$ cat src/rtl/rtcc_pkg.sv
// Shared types and BCD helpers for the clock calendar core.
// Assumes all stored values are packed BCD bytes.
package rtcc_pkg;

    localparam int NREG   = 9;   // live / shadow bytes
    localparam int NTHR   = 7;   // alarm threshold bytes
    localparam int SEL_W  = 4;
    localparam int TSEL_W = 3;

    typedef logic [7:0] bcd_t;

    typedef enum logic [SEL_W-1:0] {
        IX_SEC  = 4'd0,
        IX_MIN  = 4'd1,
        IX_HOUR = 4'd2,
        IX_DATE = 4'd3,
        IX_MON  = 4'd4,
        IX_DOW  = 4'd5,
        IX_YEAR = 4'd6,
        IX_CTRL = 4'd7,
        IX_CENT = 4'd8
    } reg_ix_e;

    // Add one to a two-digit BCD value (no range wrap).
    function automatic bcd_t bcd_inc(bcd_t v);
        if (v[3:0] == 4'd9) return {v[7:4] + 4'd1, 4'd0};
        return {v[7:4], v[3:0] + 4'd1};
    endfunction

    // Year divisible by 4: tens parity and ones digit decide.
    function automatic logic is_leap(bcd_t yr);
        case (yr & 8'h1F)
            8'h00, 8'h04, 8'h08, 8'h12, 8'h16: return 1'b1;
            default:                           return 1'b0;
        endcase
    endfunction

    // Last valid date of a month.
    function automatic bcd_t month_last(bcd_t mon, bcd_t yr);
        case (mon)
            8'h02:                      return is_leap(yr) ? 8'h29 : 8'h28;
            8'h04, 8'h06, 8'h09, 8'h11: return 8'h30;
            default:                    return 8'h31;
        endcase
    endfunction

    // One hour step: returns {day_carry, next_hour_byte}.
    function automatic logic [8:0] hour_step(bcd_t hr);
        bcd_t h;
        bcd_t flg;
        if (hr[7]) begin
            h   = hr & 8'h1F;
            flg = hr[5] ? 8'hA0 : 8'h80;
            if (h == 8'h12)      return {1'b0, 8'h01 | flg};
            else if (h == 8'h11) return {hr[5], 8'h12 | (hr[5] ? 8'h80 : 8'hA0)};
            else                 return {1'b0, bcd_inc(h) | flg};
        end else begin
            h = hr & 8'h3F;
            if (h == 8'h23) return {1'b1, 8'h00};
            return {1'b0, bcd_inc(h)};
        end
    endfunction

    function automatic bcd_t time_rst(int i);
        case (i)
            1, 2, 7: return 8'h00;
            6:       return 8'h70;
            8:       return 8'h19;
            0:       return 8'h00;
            default: return 8'h01;
        endcase
    endfunction

    function automatic bcd_t thr_rst(int i);
        case (i)
            0, 1:    return 8'h7F;
            2:       return 8'hBF;
            3:       return 8'h3F;
            4:       return 8'h1F;
            5:       return 8'h07;
            default: return 8'hFF;
        endcase
    endfunction

endpackage

$ cat src/rtl/rtcc_shadow.sv
// Shadow buffer: stages written bytes with per-byte written flags.
// Flags clear at any frame end; load_o is raised only for a clean end.
module rtcc_shadow
    import rtcc_pkg::*;
(
    input  logic                       clk,
    input  logic                       rst_n,
    input  logic                       wr_en_i,
    input  logic [SEL_W-1:0]           wr_sel_i,
    input  logic [7:0]                 wr_data_i,
    input  logic                       frame_end_i,
    input  logic                       frame_ok_i,
    output logic                       load_o,
    output logic [NREG-1:0]            mask_o,
    output logic [NREG-1:0][7:0]       data_o
);

    logic [NREG-1:0]      dirty_q;
    logic [NREG-1:0][7:0] buf_q;

    for (genvar g = 0; g < NREG; g++) begin : g_slot
        // Track whether this slot was written in the current frame.
        always_ff @(posedge clk) begin
            if (!rst_n)                                 dirty_q[g] <= 1'b0;
            else if (frame_end_i)                       dirty_q[g] <= 1'b0;
            else if (wr_en_i && wr_sel_i == SEL_W'(g))  dirty_q[g] <= 1'b1;
        end

        // Hold the most recent byte written to this slot.
        always_ff @(posedge clk) begin
            if (!rst_n)                                 buf_q[g] <= 8'h00;
            else if (wr_en_i && wr_sel_i == SEL_W'(g))  buf_q[g] <= wr_data_i;
        end
    end

    assign load_o = frame_end_i & frame_ok_i;
    assign mask_o = dirty_q;
    assign data_o = buf_q;

    // any frame end leaves nothing staged.
    a_r10_frame_end_clears: assert property (@(posedge clk) disable iff (!rst_n)
        frame_end_i |=> (dirty_q == '0));

endmodule

$ cat src/rtl/rtcc_timekeeper.sv
// Live BCD counters with full carry chain and buffered parallel load.
// Assumes tick_i is a one-cycle strobe; a load cycle drops the tick.
module rtcc_timekeeper
    import rtcc_pkg::*;
(
    input  logic                       clk,
    input  logic                       rst_n,
    input  logic                       tick_i,
    input  logic                       load_i,
    input  logic [NREG-1:0]            mask_i,
    input  logic [NREG-1:0][7:0]       data_i,
    output logic [NREG-1:0][7:0]       live_o
);

    logic [NREG-1:0][7:0] live_q;
    logic [NREG-1:0][7:0] nxt;
    logic                 tick_eff;

    assign tick_eff = tick_i & ~load_i;

    // Compute the value after one second, rippling carries up the chain.
    always_comb begin
        logic       c_sec, c_min, c_day, c_mon, c_year;
        logic [8:0] hs;
        bcd_t       last;
        nxt    = live_q;
        hs     = hour_step(live_q[IX_HOUR]);
        last   = month_last(live_q[IX_MON], live_q[IX_YEAR]);
        c_sec  = (live_q[IX_SEC] == 8'h59);
        c_min  = c_sec && (live_q[IX_MIN] == 8'h59);
        c_day  = c_min && hs[8];
        c_mon  = c_day && (live_q[IX_DATE] == last);
        c_year = c_mon && (live_q[IX_MON] == 8'h12);
        nxt[IX_SEC] = c_sec ? 8'h00 : bcd_inc(live_q[IX_SEC]);
        if (c_sec) nxt[IX_MIN]  = (live_q[IX_MIN] == 8'h59) ? 8'h00 : bcd_inc(live_q[IX_MIN]);
        if (c_min) nxt[IX_HOUR] = hs[7:0];
        if (c_day) begin
            nxt[IX_DATE] = (live_q[IX_DATE] == last) ? 8'h01 : bcd_inc(live_q[IX_DATE]);
            nxt[IX_DOW]  = (live_q[IX_DOW] == 8'h07) ? 8'h01 : bcd_inc(live_q[IX_DOW]);
        end
        if (c_mon)  nxt[IX_MON]  = (live_q[IX_MON] == 8'h12) ? 8'h01 : bcd_inc(live_q[IX_MON]);
        if (c_year) begin
            nxt[IX_YEAR] = (live_q[IX_YEAR] == 8'h99) ? 8'h00 : bcd_inc(live_q[IX_YEAR]);
            if (live_q[IX_YEAR] == 8'h99)
                nxt[IX_CENT] = (live_q[IX_CENT] == 8'h99) ? 8'h00 : bcd_inc(live_q[IX_CENT]);
        end
    end

    for (genvar g = 0; g < NREG; g++) begin : g_live
        // Load a staged byte, else advance on an effective tick.
        always_ff @(posedge clk) begin
            if (!rst_n)                    live_q[g] <= time_rst(g);
            else if (load_i && mask_i[g])  live_q[g] <= data_i[g];
            else if (tick_eff)             live_q[g] <= nxt[g];
        end
    end

    assign live_o = live_q;

    // without a tick or a load nothing moves.
    a_r8_hold_idle: assert property (@(posedge clk) disable iff (!rst_n)
        (!tick_i && !load_i) |=> $stable(live_q));

    // a staged seconds byte lands exactly as written.
    a_r9_load_value: assert property (@(posedge clk) disable iff (!rst_n)
        (load_i && mask_i[IX_SEC]) |=> (live_q[IX_SEC] == $past(data_i[IX_SEC])));

    // an unstaged byte does not advance in a load cycle.
    a_r11_tick_dropped: assert property (@(posedge clk) disable iff (!rst_n)
        (load_i && !mask_i[IX_SEC]) |=> $stable(live_q[IX_SEC]));

    // seconds wrap to zero after 59.
    a_r3_sec_wrap: assert property (@(posedge clk) disable iff (!rst_n)
        (tick_i && !load_i && live_q[IX_SEC] == 8'h59) |=> (live_q[IX_SEC] == 8'h00));

endmodule

$ cat src/rtl/rtcc_thresholds.sv
// Alarm threshold byte storage with fixed reset values.
// Assumes a select outside the byte range is a no-op.
module rtcc_thresholds
    import rtcc_pkg::*;
(
    input  logic                  clk,
    input  logic                  rst_n,
    input  logic                  we_i,
    input  logic [TSEL_W-1:0]     sel_i,
    input  logic [7:0]            data_i,
    output logic [NTHR*8-1:0]     thr_o
);

    logic [NTHR-1:0][7:0] thr_q;

    for (genvar g = 0; g < NTHR; g++) begin : g_thr
        // Reset to the fixed threshold value, else take a selected write.
        always_ff @(posedge clk) begin
            if (!rst_n)                            thr_q[g] <= thr_rst(g);
            else if (we_i && sel_i == TSEL_W'(g))  thr_q[g] <= data_i;
        end
    end

    assign thr_o = thr_q;

    // thresholds only change on a write.
    a_r2_thr_stable: assert property (@(posedge clk) disable iff (!rst_n)
        !we_i |=> $stable(thr_q));

endmodule

$ cat src/rtl/rtcc_top.sv
// Buffered BCD clock calendar: shadow staging, live counters, thresholds.
// Assumes frame_end_i is a single-cycle pulse with frame_ok_i valid alongside.
module rtcc_top
    import rtcc_pkg::*;
(
    input  logic                  clk,
    input  logic                  rst_n,
    input  logic                  tick_i,
    input  logic                  wr_en_i,
    input  logic [SEL_W-1:0]      wr_sel_i,
    input  logic [7:0]            wr_data_i,
    input  logic                  frame_end_i,
    input  logic                  frame_ok_i,
    input  logic                  thr_we_i,
    input  logic [TSEL_W-1:0]     thr_sel_i,
    input  logic [7:0]            thr_data_i,
    output logic [7:0]            sec_o,
    output logic [7:0]            min_o,
    output logic [7:0]            hour_o,
    output logic [7:0]            date_o,
    output logic [7:0]            month_o,
    output logic [7:0]            dow_o,
    output logic [7:0]            year_o,
    output logic [7:0]            ctrl_o,
    output logic [7:0]            cent_o,
    output logic [NTHR*8-1:0]     thr_o
);

    logic                 load;
    logic [NREG-1:0]      mask;
    logic [NREG-1:0][7:0] sdata;
    logic [NREG-1:0][7:0] live;

    rtcc_shadow u_shadow (
        .clk(clk), .rst_n(rst_n),
        .wr_en_i(wr_en_i), .wr_sel_i(wr_sel_i), .wr_data_i(wr_data_i),
        .frame_end_i(frame_end_i), .frame_ok_i(frame_ok_i),
        .load_o(load), .mask_o(mask), .data_o(sdata)
    );

    rtcc_timekeeper u_tk (
        .clk(clk), .rst_n(rst_n), .tick_i(tick_i),
        .load_i(load), .mask_i(mask), .data_i(sdata), .live_o(live)
    );

    rtcc_thresholds u_thr (
        .clk(clk), .rst_n(rst_n), .we_i(thr_we_i), .sel_i(thr_sel_i),
        .data_i(thr_data_i), .thr_o(thr_o)
    );

    assign sec_o   = live[IX_SEC];
    assign min_o   = live[IX_MIN];
    assign hour_o  = live[IX_HOUR];
    assign date_o  = live[IX_DATE];
    assign month_o = live[IX_MON];
    assign dow_o   = live[IX_DOW];
    assign year_o  = live[IX_YEAR];
    assign ctrl_o  = live[IX_CTRL];
    assign cent_o  = live[IX_CENT];

endmodule

$ cat config.mk
export PLATFORM = sky130hd
export DESIGN_NAME = rtcc_top
export DESIGN_NICKNAME = d
export VERILOG_FILES = /design/src/rtl/rtcc_pkg.sv /design/src/rtl/rtcc_shadow.sv /design/src/rtl/rtcc_timekeeper.sv /design/src/rtl/rtcc_thresholds.sv /design/src/rtl/rtcc_top.sv
export SDC_FILE = /design/constraint.sdc
export NUM_CORES = 1
export LEC_CHECK = 0
export BUFFER_PORTS_ARGS = -buffer_cell sky130_fd_sc_hd__buf_2
export CORE_ASPECT_RATIO = 0.7
export CORE_UTILIZATION = 36
export CTS_CLUSTER_SIZE = 16
export DETAILED_ROUTE_END_ITERATION = 8
export PLACE_DENSITY = 0.66
export SETUP_SLACK_MARGIN = 0.02
export SKIP_CTS_REPAIR_TIMING = 1
export SYNTH_ARGS = -nofsm -noshare
export SYNTH_HDL_FRONTEND = slang
export SYNTH_SLANG_ARGS = --single-unit
$ cat constraint.sdc
create_clock -name clk -period 4.2 [get_ports clk]
set_clock_uncertainty 0.15 [all_clocks]
set_input_delay 0 -clock clk [delete_from_list [all_inputs] [get_ports clk]]
set_output_delay 0 -clock clk [all_outputs]
set_load 0.005 [all_outputs]
# ---- Word level (Yosys, flattened, before mapping)
# Cells that the tools add are included.
# Widths: inputs -> output; s select.
dict set report classes {
  muxes 85
  add_sub_neg 17
  shift 0
  n_eq_ne 41
  reduce_logical 74
  order_cmp 0
  bitwise 5
  n_div 0
  n_mul 0
}
# cell count
set ops {}
lappend ops {{$mux 8} 52}
lappend ops {{$add 4x1->4 const B} 15}
lappend ops {{$mux 9} 5}
lappend ops {{$eq 4x4->1 const B} 9}
lappend ops {{$reduce_bool 2->1} 16}
lappend ops {{$logic_and 1x1->1} 29}
lappend ops {{$mux 1} 25}
lappend ops {{$eq 8x3->1 const B} 3}
lappend ops {{$reduce_and 3->1} 7}
lappend ops {{$reduce_bool 3->1} 7}
lappend ops {{$eq 5x5->1 const B} 4}
lappend ops {{$eq 4x3->1 const B} 4}
lappend ops {{$eq 8x5->1 const B} 2}
lappend ops {{$eq 8x7->1 const B} 2}
lappend ops {{$eq 8x8->1 const B} 2}
lappend ops {{$pmux 8 s2} 1}
lappend ops {{$reduce_and 2->1} 7}
lappend ops {{$mux 6} 2}
lappend ops {{$eq 3x3->1 const B} 3}
lappend ops {{$eq 4x2->1 const B} 2}
lappend ops {{$eq 8x2->1 const B} 1}
lappend ops {{$eq 8x4->1 const B} 1}
lappend ops {{$eq 8x8->1} 1}
lappend ops {{$logic_not 8->1} 1}
lappend ops {{other kinds (18)} 21}
dict set report word_totals {
  wordCells 264
  mem_bits_rw 0
  output_inout_bits 128
  inputBits 30
  latch_bits 0
  ff_bits 209
  mem_count 0
  romBits 0
}

# ---- Logic depth before layout (Yosys ltp)
# Gate-level depths: netlist of run 1.
dict set report logic_depth {
  depth_word 23
  ltp_mapped 10
  mapped_depth_nobuf 9
}

# ---- By module
# From an unflattened synthesis of run 1, not the netlist that was laid out.
dict set report unflattened {
  hier_cells 1075
  hier_area_um2 9714.3
}
# mod cells_per_inst area_per_inst_um2 n_inst
set modules_own_cells {}
lappend modules_own_cells {rtcc_timekeeper 594 4563.1 1}
lappend modules_own_cells {rtcc_shadow 279 2944.1 1}
lappend modules_own_cells {rtcc_thresholds 202 2207.1 1}

# ---- Least setup slack after synthesis of run 1
# OpenSTA, ideal clock, no wires.
dict set report synth_timing {
  kind {register to register}
  startpoint {register u_tk.live_q (netlist bit u_tk.live_o[4])}
  endpoint {register u_tk.live_q (netlist bit u_tk.live_o[33])}
  path_stages_with_launch 10
  synth_period_minus_slack_ns 2.797
  slack_ns 1.403
  required_time_ns 3.976
  setup_time_ns 0.074
  t_arrival_ns 2.572
  path_cell_list {dfxtp_1 > ha_1 > nand3b_1 > nor4b_4 > nand3_2 > or4b_1 > buf_2 > a21o_1 > or3b_1 > a31oi_1}
}
dict set report synth_between {
  elab_chain_cells 6
}
# item line_no
set synth_lines {}
lappend synth_lines {{start, declared} rtcc_timekeeper.sv:15} ;# logic [NREG-1:0][7:0] live_q;
lappend synth_lines {{start signal, assigned by index} rtcc_timekeeper.sv:52} ;# if (!rst_n) live_q[g] <= time_rst(g);
lappend synth_lines {{start signal, assigned by index} rtcc_timekeeper.sv:53} ;# else if (load_i && mask_i[g]) live_q[g] <= data_i[g];
lappend synth_lines {{start signal, assigned by index} rtcc_timekeeper.sv:54} ;# else if (tick_eff) live_q[g] <= nxt[g];
lappend synth_lines {{$eq 8x7->1} rtcc_timekeeper.sv:29} ;# c_sec = (live_q[IX_SEC] == 8'h59);
lappend synth_lines {{$logic_and 1x1->1} rtcc_timekeeper.sv:30} ;# c_min = c_sec && (live_q[IX_MIN] == 8'h59);
lappend synth_lines {{$logic_and 1x1->1} rtcc_timekeeper.sv:31} ;# c_day = c_min && hs[8];
lappend synth_lines {{$logic_and 1x1->1} rtcc_timekeeper.sv:32} ;# c_mon = c_day && (live_q[IX_DATE] == last);
lappend synth_lines {{$reduce_bool 2->1 (no line)} -}
lappend synth_lines {{$reduce_and 2->1 (no line)} -}
# Every way passes these cells.
# A chain may end at the register's enable or synchronous reset.

# ---- Worst setup path in the final report of run 1
dict set report layout_timing {
  startpoint {register u_tk.live_q (netlist bit u_tk.live_o[16])}
  endpoint {register u_tk.live_q (netlist bit u_tk.live_o[67])}
}
dict set report layout_between {
  elab_chain_cells 10
  word_cells_on_any_way 14
  classes_between {eq/ne: 3; mux: 6; reduce/logical: 5}
}
# item line_no
set layout_lines {}
lappend layout_lines {{$eq 6x6->1} rtcc_pkg.sv:59} ;# if (h == 8'h23) return {1'b1, 8'h00};
lappend layout_lines {{$mux 1} rtcc_pkg.sv:59}
lappend layout_lines {{$mux 1} rtcc_pkg.sv:51} ;# if (hr[7]) begin
lappend layout_lines {{$mux 9} rtcc_pkg.sv:60} ;# return {1'b0, bcd_inc(h)};
lappend layout_lines {{$mux 9 *} rtcc_pkg.sv:51}
lappend layout_lines {{$logic_and 1x1->1 *} rtcc_timekeeper.sv:31}
lappend layout_lines {{$logic_and 1x1->1 *} rtcc_timekeeper.sv:32}
lappend layout_lines {{$logic_and 1x1->1 *} rtcc_timekeeper.sv:33} ;# c_year = c_mon && (live_q[IX_MON] == 8'h12);
lappend layout_lines {{$reduce_bool 2->1 (no line) *} -}
lappend layout_lines {{$reduce_and 3->1 (no line) *} -}
# Mark *: on every way between the ends. The rest lies on a longest branch, timed or not. The select of a mux whose other input is x is not followed.

==> results of run 1 <==
flip-flops by register name, summed over array words and instances (netlist names):
register,count
u_thr.thr_o,56
u_tk.live_o,72
u_shadow.data_o,72
u_shadow.mask_o,9
worst max-delay path, cell delays in order, from the launching register on:
cell and delay, ns:
dfxtp_1 0.51, nor4bb_1 0.43, a32o_1 0.28, nand3_2 0.08, buf_4 0.22, nor4_1 0.81, a21boi_1 0.40, o21ai_0 0.14
o41a_1 0.12
placed cells by master (no fill, tap or decap), types with 6 or more instances in the layout:
| cell | n |
|---|---|
| dfxtp_1 | 209 |
| nand2_1 | 172 |
| buf_2 | 157 |
| nor2_1 | 123 |
| nand3_1 | 87 |
| mux2i_1 | 82 |
| a21oi_1 | 62 |
| o21ai_0 | 44 |
| dlygate4sd3_1 | 31 |
| inv_1 | 28 |
| clkbuf_16 | 23 |
| nor3_1 | 22 |
| ha_1 | 22 |
| a211oi_1 | 17 |
| nor2b_1 | 17 |
| a31oi_1 | 15 |
| and3_1 | 15 |
| nand3b_1 | 11 |
| nor3b_1 | 10 |
| nand2b_1 | 9 |
| o21a_1 | 8 |
| xnor2_1 | 8 |
| and2_1 | 7 |
| or3_1 | 6 |
| o211ai_1 | 6 |
| a22oi_1 | 6 |
| buf_4 | 6 |
cells by family (layout without fill, tap and decap cells):
group,count (synthesis),after routing,synth area share
multiplexers,83,83,0.0878
AND/OR/NAND/NOR,508,508,0.255
buffers and inverters,90,263,0.0373
adder cells (fa/ha/maj),22,22,0.0291
flip-flops,209,209,0.442
XOR/XNOR,13,13,0.0120
AO/OA/AOI/OAI,204,204,0.137
routing by layer:
| metal | part of all wire | routed length, µm |
|---|---|---|
| met4 | 0.014 | 388 |
| met1 | 0.51 | 14100 |
| met2 | 0.41 | 11600 |
| met5 | 0 | 0 |
| met3 | 0.067 | 1870 |
metrics by stage:
| step | cells | total power (µW) |
|---|---|---|
| 3_3_place_gp | 1562 | 2270 |
| 5_1_grt | 1633 | 4630 |
| 6_report | 1633 | 4480 |
| 3_5_place_dp | 1562 | 2280 |
| 4_1_cts | 1602 | 4500 |
| 2_1_floorplan | 1129 | 2180 |
worst paths after layout:
check,start,end,slack [ns]
max,u_tk.live_o[16],u_tk.live_o[67],0.92
min,rst_n,u_shadow.data_o[36],0.02
max reg2reg,u_tk.live_o[16],u_tk.live_o[67],0.92
min reg2reg,u_thr.thr_o[31],u_thr.thr_o[31],0.30
final cells by class:
| type | instances | area, µm² |
|---|---|---|
| multi-input cells | 830 | 4930 |
| well taps | 331 | 414 |
| repair buffers | 194 | 1140 |
| clock buffers | 29 | 638 |
| inverters | 29 | 111 |
| fillers | 2555 | 14100 |
| clock inverters | 11 | 194 |
| flip-flops and latches | 209 | 4180 |
power breakdown:
| part | switching, µW | total, µW | internal (µW) |
|---|---|---|---|
| registers | 17.3 | 2030 | 2010 |
| clock network | 847 | 2230 | 1380 |
| logic | 146 | 227 | 80.7 |
| total | 1010 | 4480 | 3470 |
==> results.sh, run 1 <==
export IMPL_min_path_type="in2reg"
export IMPL_slew_violations=0
export IMPL_seq_area_frac_synth=0.442
export IMPL_vias=8675
export IMPL_finalCritPeriodShare=0.780
export IMPL_placementRows=49
export IMPL_grt_start_max_net_pins=96
export IMPL_ios=158
export IMPL_grt_use_total=0.195
export IMPL_synth_avg_cell_area_um2=8.39
export IMPL_synth_edf_count=0
export IMPL_utilization=0.451
export IMPL_first_pass_iters=5
export IMPL_dr_first_iter_drc_count=589
export IMPL_wl_per_cell_um=17.1
export IMPL_routed_via_density=5.31
export IMPL_whs_ns=0.0209
export IMPL_status="finished, final reports clean"
export IMPL_place_gp_congestion=0.901
export IMPL_max_slew_margin=0.301
export IMPL_clk_path_buf_depth=3
export IMPL_grt_pass1_vias=7416
export IMPL_die_area_um2=27000
export IMPL_clock_sinks=209
export IMPL_synth_most_common_cell="dfxtp_1"
export IMPL_tightest_slew_ns=1.05
export IMPL_worstPathRequired_ns=4.44
export IMPL_clk_latency_ns=0.52
export IMPL_reg2reg_depth=8
export IMPL_start_util=0.368
export IMPL_port_buffers=157
export IMPL_path_max_fanout=15
export IMPL_synthTopCellsByCount="209 x dfxtp_1, 172 x nand2_1, 123 x nor2_1"
export IMPL_stdcell_area_um2=11600
export IMPL_crit_type="reg2reg"
export IMPL_cts_buffers=22
export IMPL_leakagePower_uw=0.00493
export IMPL_gr_usage_met1=0.302
export IMPL_synthCells=1129
export IMPL_diodes=0
export IMPL_fmax_mhz=305
export IMPL_syn2layout_area_growth_pct=22.7
export IMPL_die_y_um=138
export IMPL_grt_pass1_wl_um=42100
export IMPL_antenna_found_initial=0
export IMPL_syn_area_um2=9470
export IMPL_gr_total_overflow=0
export IMPL_synthesis_nets=1181
export IMPL_dieWidth_um=196
export IMPL_period_needed_ns=3.28
export IMPL_arrival_ns=3.52
export IMPL_grt_use_met2=0.278
export IMPL_start_kind="register"
export IMPL_drt_wl_total_um=27900
export IMPL_synth_main_ff_cell="dfxtp_1"
export IMPL_powerDensity_nw_per_um2=386
export IMPL_tns_ns=0
export IMPL_yosys_area_top_type="dfxtp_1"
export IMPL_busiest_layer="met1"
export IMPL_cts_tree="built"
export IMPL_synth_async_reset_ratio=0
export IMPL_rsz0062_at_grt="false"
export IMPL_hold_depth=3
export IMPL_synth_cell_types=71
export IMPL_dpl_worst_slack_ns=0.992
export IMPL_hold_viol_final=0
export IMPL_synthTopCellsByArea="dfxtp_1 44%, mux2i_1 8.7%, nand2_1 6.8%"
export IMPL_dp_hpwl_um=19100
export IMPL_drtAntennaViolNets=0
export IMPL_drc=0
export IMPL_clk_root_buffer_cell="clkbuf_16"
export IMPL_path_clk_slew_ns=0.06
export IMPL_htreeDepth=1
export IMPL_ir_drop_mv=0.294
export IMPL_ys_ff_latch=209
export IMPL_ys_warn_count=0
export IMPL_nNetsFinal=1338
export IMPL_place_area_um2=10500
export IMPL_use_met3=0.0350
export IMPL_setup_ws_ns=0.925
export IMPL_yosysTopAreaCellShare=0.442
export IMPL_end_kind="register"
export IMPL_layout_drive_gt1_share=0.160
export IMPL_setup_violations=0
export IMPL_maxCapViolCount=0
export IMPL_coreArea_um2=25700
No activity file was read; power rests on OpenSTA's default activity.
==> inputs of run 2 (changes only) <==
--- a/config.mk
+++ b/config.mk
@@ -5,12 +5,13 @@
 export SDC_FILE = /design/constraint.sdc
 export NUM_CORES = 1
 export LEC_CHECK = 0
+export ABC_AREA = 1
 export BUFFER_PORTS_ARGS = -buffer_cell sky130_fd_sc_hd__buf_2
 export CORE_ASPECT_RATIO = 0.7
 export CORE_UTILIZATION = 36
 export CTS_CLUSTER_SIZE = 16
 export DETAILED_ROUTE_END_ITERATION = 8
-export PLACE_DENSITY = 0.66
+export PLACE_DENSITY = 0.68
 export SETUP_SLACK_MARGIN = 0.02
 export SKIP_CTS_REPAIR_TIMING = 1
 export SYNTH_ARGS = -nofsm -noshare
==> constraint.sdc (replaced) <==
create_clock -name clk -period 2.8 [get_ports clk]
set_clock_uncertainty 0.15 [all_clocks]
set_input_delay 0 -clock clk [delete_from_list [all_inputs] [get_ports clk]]
set_output_delay 0 -clock clk [all_outputs]
set_load 0.005 [all_outputs]
==> run 2 against run 1 <==
Compared with the run above: the run now ends with negative hold slack left; highest routed layer unchanged; combinational power increased by 50%; synthesized area decreased by 0.22%; power increased by 45%; final cell count increased by 14%.
==> results.sh, run 2 <==
export IMPL_status="complete, but fails checks"
export IMPL_violations="negative hold slack"
export IMPL_wl_per_cell_um=14.7
export IMPL_dp_hpwl_um=18700
export IMPL_synthTopCellsByCount="230 x nand2_1, 220 x nor2_1, 209 x dfxtp_1"
export IMPL_maxCapViolCount=0
export IMPL_r2r_end="u_tk.live_o[52]"
export IMPL_ys_warn_count=0
export IMPL_synthesis_nets=1373
export IMPL_port_buffers=157
export IMPL_first_pass_iters=7
export IMPL_ys_ff_latch=209
export IMPL_dieWidth_um=196
export IMPL_crit_end="u_thr.thr_o[35]"
export IMPL_die_area_um2=26900
export IMPL_diodes=0
export IMPL_hold_viol_final=34
export IMPL_grt_pass1_wl_um=41300
export IMPL_synth_avg_cell_area_um2=7.15
export IMPL_fmax_mhz=389
export IMPL_leakagePower_uw=0.00519
export IMPL_gr_total_overflow=0
export IMPL_layout_common_cells="230 x nand2_1, 220 x nor2_1, 209 x dfxtp_1, 156 x buf_2, 129 x o21ai_0"
export IMPL_start_kind="primary input"
export IMPL_nNetsFinal=1574
export IMPL_synthTopCellsByArea="dfxtp_1 44%, nand2_1 9.1%, nor2_1 8.7%"
export IMPL_grt_start_max_net_pins=104
export IMPL_start_util=0.367
export IMPL_p_total_uw=6500
export IMPL_ir_drop_mv=0.321
export IMPL_final_common_cell="nand2_1"
export IMPL_dpl_worst_slack_ns=0.441
export IMPL_htreeDepth=1
export IMPL_min_path_type="in2reg"
export IMPL_path_max_fanout=9
export IMPL_layout_drive_gt1_share=0.160
export IMPL_whs_ns=-0.0537
export IMPL_routed_via_density=5.00
export IMPL_yosysTopAreaCellShare=0.443
export IMPL_crit_type="in2reg"
export IMPL_clock_sinks=209
export IMPL_tightest_slew_ns=0.726
export IMPL_max_slew_margin=0.515
export IMPL_clk_path_buf_depth=3
export IMPL_tns_ns=0
export IMPL_synthCells=1321
export IMPL_r2r_start="u_tk.live_o[4]"
export IMPL_worstPathRequired_ns=3.10
export IMPL_setup_violations=0
export IMPL_startpoint="thr_sel_i[1]"
export IMPL_die_y_um=138
export IMPL_cts_buffers=23
export IMPL_dr_first_iter_drc_count=671
export IMPL_clk_latency_ns=0.50
export IMPL_antenna_found_initial=0
export IMPL_end_kind="register"
export IMPL_r2r_slack_ns=0.42
export IMPL_powerDensity_nw_per_um2=549
export IMPL_drtAntennaViolNets=0
export IMPL_ios=158
export IMPL_vias=9343
export IMPL_setup_ws_ns=0.228
export IMPL_synth_edf_count=0
export IMPL_rsz0062_at_grt="false"
export IMPL_syn2layout_area_growth_pct=25.2
export IMPL_finalCritPeriodShare=0.918
export IMPL_place_gp_congestion=0.902
export IMPL_period_needed_ns=2.57
export IMPL_synth_async_reset_ratio=0
export IMPL_cts_tree="built"
export IMPL_synth_most_common_cell="nand2_1"
export IMPL_reg2reg_depth=12
export IMPL_grt_pass1_vias=7777
export IMPL_arrival_ns=2.87
export IMPL_path_clk_slew_ns=0.06
export IMPL_clk_root_buffer_cell="clkbuf_16"
export IMPL_synth_main_ff_cell="dfxtp_1"
export IMPL_coreArea_um2=25700
export IMPL_fillers=2601
export IMPL_drt_wl_total_um=27400
export IMPL_seq_area_frac_synth=0.443
export IMPL_drc=0
export IMPL_placementRows=49
export IMPL_synth_cell_types=41
export IMPL_yosys_area_top_type="dfxtp_1"
export IMPL_grt_use_total=0.190
export IMPL_slew_violations=0
export IMPL_syn_area_um2=9450
run 2: cell type report:
class	count	area [µm²]	area share
clock buffers	28	624	0.0528
clock inverters	12	148	0.0125
inverters	137	514	0.0435
multi-input cells	934	4580	0.387
flip-flops and latches	209	4180	0.354
well taps	331	414	0.0350
repair buffers	217	1370	0.116
run 2: how the worst min path moves through the flow:
stage             startpoint  depth (start not counted)                   to
6_report         wr_sel_i[0]                          6  u_shadow.data_o[50]
2_1_floorplan  thr_data_i[0]                          2      u_thr.thr_o[24]
3_3_place_gp   thr_data_i[1]                          3      u_thr.thr_o[33]
4_1_cts        thr_data_i[1]                          3      u_thr.thr_o[25]
5_1_grt          wr_sel_i[0]                          5  u_shadow.data_o[44]
3_5_place_dp   thr_data_i[1]                          3      u_thr.thr_o[25]
run 2: through the flow:
| step | util | std cells | area, µm² |
|---|---|---|---|
| 6_report | 0.459 | 1868 | 11800 |
| 5_1_grt | 0.459 | 1868 | 11800 |
| 4_1_cts | 0.441 | 1822 | 11400 |
| 3_5_place_dp | 0.412 | 1782 | 10600 |
| 3_3_place_gp | 0.412 | 1782 | 10600 |
| 2_1_floorplan | - | 1321 | 9450 |
run 2: cells by family after synthesis:
kind of cell,after synthesis,share of synthesized area
AOI/OAI and AO/OA,267,0.150
xor gates and xnor gates,21,0.0195
adders and majority gates,22,0.0291
buffers and inverters,178,0.0728
DFF,209,0.443
and+or+nand+nor,624,0.286
run 2: per-layer routing:
metal / GRT usage / wire length (µm) / up-vias
li1: - / - / 4717
met1: 0.286 / 13600 / 4328
met2: 0.283 / 11700 / 266
met3: 0.0333 / 1730 / 32
met4: 0.0369 / 427 / 0
met5: 0 / 0 / -
run 2: power breakdown:
| group | internal [µW] | switching (µW) |
|---|---|---|
| registers | 3030 | 27.8 |
| clock network | 1870 | 1230 |
| logic | 124 | 218 |
run 2: worst max-delay path: stages:
cell           delay [ns]
dlygate4sd3_1        0.55
buf_2                0.14
nor2_1               0.08
dlygate4sd3_1        0.55
inv_1                0.05
nor2_1               0.09
buf_4                0.17
nand2_1              0.06
dlygate4sd3_1        0.56
nand3_1              0.08
dlygate4sd3_1        0.54
